$ cat config.mk
export PLATFORM = sky130hd
export DESIGN_NAME = pit_dual_base
export DESIGN_NICKNAME = d
export VERILOG_FILES = /design/src/rtl/pit_pkg.sv /design/src/rtl/pit_micro.sv /design/src/rtl/pit_chan.sv /design/src/rtl/pit_dual_base.sv
export SDC_FILE = /design/constraint.sdc
export NUM_CORES = 1
export LEC_CHECK = 0
export BUFFER_PORTS_ARGS = -buffer_cell sky130_fd_sc_hd__buf_2
export CAP_MARGIN = 10
export CORE_MARGIN = 1.5
export CORE_UTILIZATION = 30
export CTS_CLUSTER_SIZE = 8
export DETAILED_ROUTE_END_ITERATION = 12
export PLACE_DENSITY = 0.55
export SLEW_MARGIN = 10
export SYNTH_ARGS = -nofsm -noshare
export SYNTH_HDL_FRONTEND = slang
export SYNTH_HIERARCHICAL = 1
export SYNTH_SLANG_ARGS = --single-unit
$ cat constraint.sdc
create_clock -name clk -period 2.8 [get_ports clk]
set_input_delay 0 -clock clk [delete_from_list [all_inputs] [get_ports clk]]
set_output_delay 0 -clock clk [all_outputs]
set_load 0.02 [all_outputs]
$ cat src/rtl/pit_pkg.sv
package pit_pkg;
    localparam int ADDR_W = 4;
    localparam int DATA_W = 16;

    localparam logic [ADDR_W-1:0] A_RUN     = 4'h0;
    localparam logic [ADDR_W-1:0] A_CHEN    = 4'h1;
    localparam logic [ADDR_W-1:0] A_FLAG    = 4'h2;
    localparam logic [ADDR_W-1:0] A_SEL     = 4'h3;
    localparam logic [ADDR_W-1:0] A_INTE    = 4'h4;
    localparam logic [ADDR_W-1:0] A_BASE0   = 4'h5;
    localparam logic [ADDR_W-1:0] A_LD_BASE = 4'h8;
    localparam logic [ADDR_W-1:0] A_CT_BASE = 4'hC;

    localparam int NBASE = 2;
endpackage

$ cat src/rtl/pit_micro.sv
module pit_micro #(
    parameter int MW = 8
) (
    input  logic          clk,
    input  logic          rst_n,
    input  logic          en,
    input  logic [MW-1:0] reload,
    output logic          tick
);
    typedef struct packed {
        logic [MW-1:0] cnt;
    } st_t;

    st_t s_d, s_q;

    assign tick = en && (s_q.cnt == '0);

    always_comb begin
        s_d = s_q;
        if (!en || s_q.cnt == '0) begin
            s_d.cnt = reload;
        end else begin
            s_d.cnt = s_q.cnt - MW'(1);
        end
    end

    always_ff @(posedge clk or negedge rst_n) begin
        if (!rst_n) s_q <= '0;
        else        s_q <= s_d;
    end
endmodule

$ cat src/rtl/pit_chan.sv
module pit_chan #(
    parameter int CW = 16
) (
    input  logic          clk,
    input  logic          rst_n,
    input  logic          en,
    input  logic          tick,
    input  logic [CW-1:0] reload,
    output logic [CW-1:0] count,
    output logic          expire
);
    typedef struct packed {
        logic [CW-1:0] cnt;
        logic          ena;
    } st_t;

    st_t s_d, s_q;

    assign count = s_q.cnt;

    always_comb begin
        s_d     = s_q;
        expire  = 1'b0;
        s_d.ena = en;
        if (en && !s_q.ena) begin
            // fresh enable: start from the reload value
            s_d.cnt = reload;
        end else if (en && tick) begin
            if (s_q.cnt == '0) begin
                s_d.cnt = reload;
                expire  = 1'b1;
            end else begin
                s_d.cnt = s_q.cnt - CW'(1);
            end
        end
    end

    always_ff @(posedge clk or negedge rst_n) begin
        if (!rst_n) s_q <= '0;
        else        s_q <= s_d;
    end
endmodule

$ cat src/rtl/pit_dual_base.sv
module pit_dual_base
    import pit_pkg::*;
#(
    parameter int NCH = 4,
    parameter int CW  = 16,
    parameter int MW  = 8
) (
    input  logic              clk,
    input  logic              rst_n,
    input  logic              bus_we,
    input  logic [ADDR_W-1:0] bus_addr,
    input  logic [DATA_W-1:0] bus_wdata,
    output logic [DATA_W-1:0] bus_rdata,
    output logic [NCH-1:0]    irq_o
);
    typedef struct packed {
        logic                     run;
        logic [NCH-1:0]           chen;
        logic [NCH-1:0]           flag;
        logic [NCH-1:0]           sel;
        logic [NCH-1:0]           inte;
        logic [NCH-1:0]           irq;
        logic [NBASE-1:0][MW-1:0] bld;
        logic [NCH-1:0][CW-1:0]   cld;
    } regs_t;

    regs_t r_d, r_q;

    logic [NBASE-1:0]       base_tick;
    logic [NCH-1:0]         chan_en;
    logic [NCH-1:0]         chan_tick;
    logic [NCH-1:0]         expire;
    logic [NCH-1:0][CW-1:0] count;

    // signals exported for the bound checker
    logic [NCH-1:0]         flag_w;
    logic [NCH-1:0]         inte_w;
    logic [NCH-1:0][CW-1:0] cld_w;
    assign flag_w = r_q.flag;
    assign inte_w = r_q.inte;
    assign cld_w  = r_q.cld;

    for (genvar b = 0; b < NBASE; b++) begin : g_base
        pit_micro #(.MW(MW)) u_micro (
            .clk    (clk),
            .rst_n  (rst_n),
            .en     (r_q.run),
            .reload (r_q.bld[b]),
            .tick   (base_tick[b])
        );
    end

    for (genvar c = 0; c < NCH; c++) begin : g_chan
        assign chan_en[c]   = r_q.run & r_q.chen[c];
        assign chan_tick[c] = r_q.sel[c] ? base_tick[1] : base_tick[0];
        pit_chan #(.CW(CW)) u_chan (
            .clk    (clk),
            .rst_n  (rst_n),
            .en     (chan_en[c]),
            .tick   (chan_tick[c]),
            .reload (r_q.cld[c]),
            .count  (count[c]),
            .expire (expire[c])
        );
    end

    always_comb begin
        r_d = r_q;
        if (bus_we) begin
            if (bus_addr == A_RUN)  r_d.run  = bus_wdata[0];
            if (bus_addr == A_CHEN) r_d.chen = bus_wdata[NCH-1:0];
            if (bus_addr == A_FLAG) r_d.flag = r_q.flag & ~bus_wdata[NCH-1:0];
            if (bus_addr == A_SEL)  r_d.sel  = bus_wdata[NCH-1:0];
            if (bus_addr == A_INTE) r_d.inte = bus_wdata[NCH-1:0];
            for (int b = 0; b < NBASE; b++) begin
                if (bus_addr == A_BASE0 + ADDR_W'(b)) r_d.bld[b] = bus_wdata[MW-1:0];
            end
            for (int c = 0; c < NCH; c++) begin
                if (bus_addr == A_LD_BASE + ADDR_W'(c)) r_d.cld[c] = bus_wdata[CW-1:0];
            end
        end
        // a time-out outranks a same-cycle clear
        r_d.flag = r_d.flag | expire;
        r_d.irq  = r_q.flag & r_q.inte;
    end

    always_ff @(posedge clk or negedge rst_n) begin
        if (!rst_n) r_q <= '0;
        else        r_q <= r_d;
    end

    always_comb begin
        bus_rdata = '0;
        if (bus_addr == A_RUN)  bus_rdata[0]       = r_q.run;
        if (bus_addr == A_CHEN) bus_rdata[NCH-1:0] = r_q.chen;
        if (bus_addr == A_FLAG) bus_rdata[NCH-1:0] = r_q.flag;
        if (bus_addr == A_SEL)  bus_rdata[NCH-1:0] = r_q.sel;
        if (bus_addr == A_INTE) bus_rdata[NCH-1:0] = r_q.inte;
        for (int b = 0; b < NBASE; b++) begin
            if (bus_addr == A_BASE0 + ADDR_W'(b)) bus_rdata[MW-1:0] = r_q.bld[b];
        end
        for (int c = 0; c < NCH; c++) begin
            if (bus_addr == A_LD_BASE + ADDR_W'(c)) bus_rdata[CW-1:0] = r_q.cld[c];
            if (bus_addr == A_CT_BASE + ADDR_W'(c)) bus_rdata[CW-1:0] = count[c];
        end
    end

    assign irq_o = r_q.irq;
endmodule

==> results.ini <==
[outcome]
outcome=finished clean

[timing]
setup_ws_ns=0.128
period_minus_slack_ns=2.67
tightest_slew_ns=0.907
final-hold-violation-count=0
finClkSkew_ns=0.0110
clock.fmax_ghz=0.374
fin_crit_sh_pct=95.4
max-slew-margin-rel_pct=39.1
rsz0062_at_grt=false
setup_violations=0
slew_violations=0

[cells_and_area]
finalNetCount=1193
n_antenna_cell=0
fin_area_um2=12800
stdcell_count=1689
final_cell_mix=185 x dfrtp_1, 93 x mux2_2, 79 x nand2_1
layout_commonest_cell=dfrtp_1
n_fill_cell=3944
drive_gt1_share_pct=23.2
post-route-util_pct=33.0
synthToLayoutAreaGrowth_pct=8.80

[logic_synthesis]
synth_flop_cell=dfrtp_1
syn-num-nets=1210
synthCells=1175
synth_fa_ha_area_share_pct=1.28
synth_compound_area_share_pct=18.1
ys_async_sr_fraction_pct=100
syn_area_per_cell_um2=9.99
synth_area_leaders=dfrtp_1 39%, mux2_2 8.9%, buf_4 4.9%
synth_top_family_by_area=simple AND/OR/NAND/NOR gates
ys_seq_area_share_pct=39.4
syn_area_um2=11700
ys_ff_latch=185
synth_top_area_cell=dfrtp_1
synth_top_area_share_pct=39.4
yosys.area_share.xor_xnor_pct=0.970
synth-simple-area-share_pct=18.6
synth_cell_type_count=77
muxShareOfSynthArea_pct=12.6
yosys_warnings=6
synth-edff-count=0

[floorplan]
start_util_pct=30.4
io_pins=43
die_w_um=201
die_y_um=201
die_area_um2=40300
num_rows=72
coreArea_um2=38600

[setup_path]
endpoint_kind=register
setup.worst_path.start_class=register
required_ns=3.20
cp.arrival_ns=3.07
critPathMaxFanout=9
critPathSlowestCell=or3b_2
crit_family=simple AND/OR/NAND/NOR gates
path_buf_inv=3
path_class=register to register
crit_chain=inv_1 > ha_1 > or3b_2 > nor3_2 > mux2_2 > o21a_1 > buf_4 > buf_4 > and3_1 > a211o_1
critPathMostFrequentCell=buf_4
max_stage_delay_ns=0.49

[global_route]
first_global_vias=8930
antenna_found_initial=3
grt.total_usage_pct=18.3
grt_pass1_wl_um=56400
grt.overflow.total=0
grt_max_degree=81

[cts]
cts_setup_buffers=0
clock_sinks=185
cts_htree_levels=4
cts_tree=done
cts_buffer_depth=2
cts.clk_slew.worst_paths_ns=0.08
cts_made_buffers=17
worstSkewPairLatency_ns=0.46
cts_root_buf=clkbuf_16

[power_and_ir_drop]
leakagePower_nw=5.24
p_per_area_nw_per_um2=843
ir_worst_vdd_mv=0.484
clkPwrFrac_pct=21.9
p_int_mw=6.32
p_switching_mw=4.44
p_sw_share_pct=41.3
comb_power_share_pct=32.2
p_seq_share_pct=45.8

[route]
drtPass1Iterations=6
vias=9525
drc=0
antenna_left=0
viasPerCell=5.64
routedWlPerCell_um=21.8
routed_wl_um=36900
initialDrtViolationCount=1128

[placement]
dpl_cell_area_um2=12100
place.gp.congestion=0.893
dp_slack_ns=-0.0251
placed_cells=1643
place_hpwl_um=27300
io_buffers=42

[min_path]
min_path_type=primary input to register

[job]
cap_violations=0

[power by group through the flow]
stage,clock network (mW),registers [mW],logic [mW]
2_1_floorplan,0,4.40,3.18
3_3_place_gp,0,4.93,3.37
3_5_place_dp,0,4.95,3.40
4_1_cts,2.41,4.90,3.44
5_1_grt,2.50,5.06,3.80
6_report,2.36,4.93,3.47
[per-layer routing]
metal	track usage (%)	wire length (um)	share of wire, %	vias up
met2	28.5	16800	45	385
met4	6.12	984	2.7	4
met1	25.8	17000	46	4774
li1	-	-	-	4305
met5	0	23	0.062	-
met3	2.87	2120	5.8	57
[path summary, 6_finish.rpt]
| path | start | cells after the start | end | slack [ns] |
|---|---|---|---|---|
| max in group asynchronous | rst_n | 3 | cld_w[60]$_DFFE_PN0P_ | 1.78 |
| max | g_base[0].u_micro/s_q[0]$_DFF_PN0_ | 10 | g_chan[3].u_chan/count[12]$_DFFE_PN0P_ | 0.13 |
| min in group asynchronous | rst_n | 2 | g_base[0].u_micro/s_q[4]$_DFF_PN0_ | 0.14 |
| min reg2reg | g_base[1].u_micro/s_q[0]$_DFF_PN0_ | 1 | g_base[1].u_micro/s_q[0]$_DFF_PN0_ | 0.50 |
| max reg2reg | g_base[0].u_micro/s_q[0]$_DFF_PN0_ | 10 | g_chan[3].u_chan/count[12]$_DFFE_PN0P_ | 0.13 |
| min | bus_wdata[6] | 2 | cld_w[38]$_DFFE_PN0P_ | 0.006 |
[cells in the mapped netlist, types with 12 or more instances]
| master | number |
|---|---|
| nor2_1 | 40 |
| mux2i_1 | 17 |
| o21ai_0 | 31 |
| dfrtp_1 | 185 |
| nand4_1 | 17 |
| clkbuf_1 | 26 |
| a21oi_1 | 63 |
| o21ai_1 | 30 |
| nand3_1 | 31 |
| buf_6 | 14 |
| mux2_2 | 93 |
| and2_1 | 12 |
| o21a_1 | 26 |
| buf_2 | 25 |
| o22a_1 | 27 |
| and3_1 | 20 |
| a31oi_1 | 28 |
| inv_1 | 27 |
| nor4_1 | 13 |
| nor3_1 | 52 |
| a221o_1 | 12 |
| ha_1 | 12 |
| buf_4 | 76 |
| nand2_1 | 79 |
[registers in the layout, summed over array words and instances, names as in the netlist]
register             cells
g_base.u_micro/s_q      16
r_q                     25
g_chan.u_chan/s_q        4
cld_w                   64
flag_w                   4
g_chan.u_chan/count     64
inte_w                   4
irq_o                    4
[area by class of cell]
class	count	area [um2]	share of cell area [%]
multi-input cells	821	6070	47.5
clock inverters	15	129	1.01
flip-flops and latches	185	4630	36.2
well taps	518	648	5.07
repair buffers	105	764	5.99
inverters	28	105	0.823
clock buffers	17	425	3.33
[logic make-up (layout without fill, tap and decap cells)]
logic type,Yosys count,after routing
AND/OR/NAND/NOR,360,360
AO/OA/AOI/OAI,308,308
adder cells (fa/ha/maj),12,12
multiplexers,128,128
XOR/XNOR,13,13
flip-flops,185,185
buffers and inverters,169,165
[per-stage QoR]
stage	hold WS (ns)	power (mW)	TNS [ns]
2_1_floorplan	-0.296	7.58	0
3_3_place_gp	0.100	8.30	0
3_5_place_dp	0.107	8.35	-0.0596
4_1_cts	0.00590	10.8	0
5_1_grt	0.0104	11.4	0
6_report	0.00649	10.8	0
[timing repair]
item                                   CTS  global route
endpoints found under the hold margin  123             0
pin swaps                                0             0
setup endpoints to repair               12             5
hold buffers                            14             0
gates resized for setup                  2             2
(Power assumes the default switching activity.)
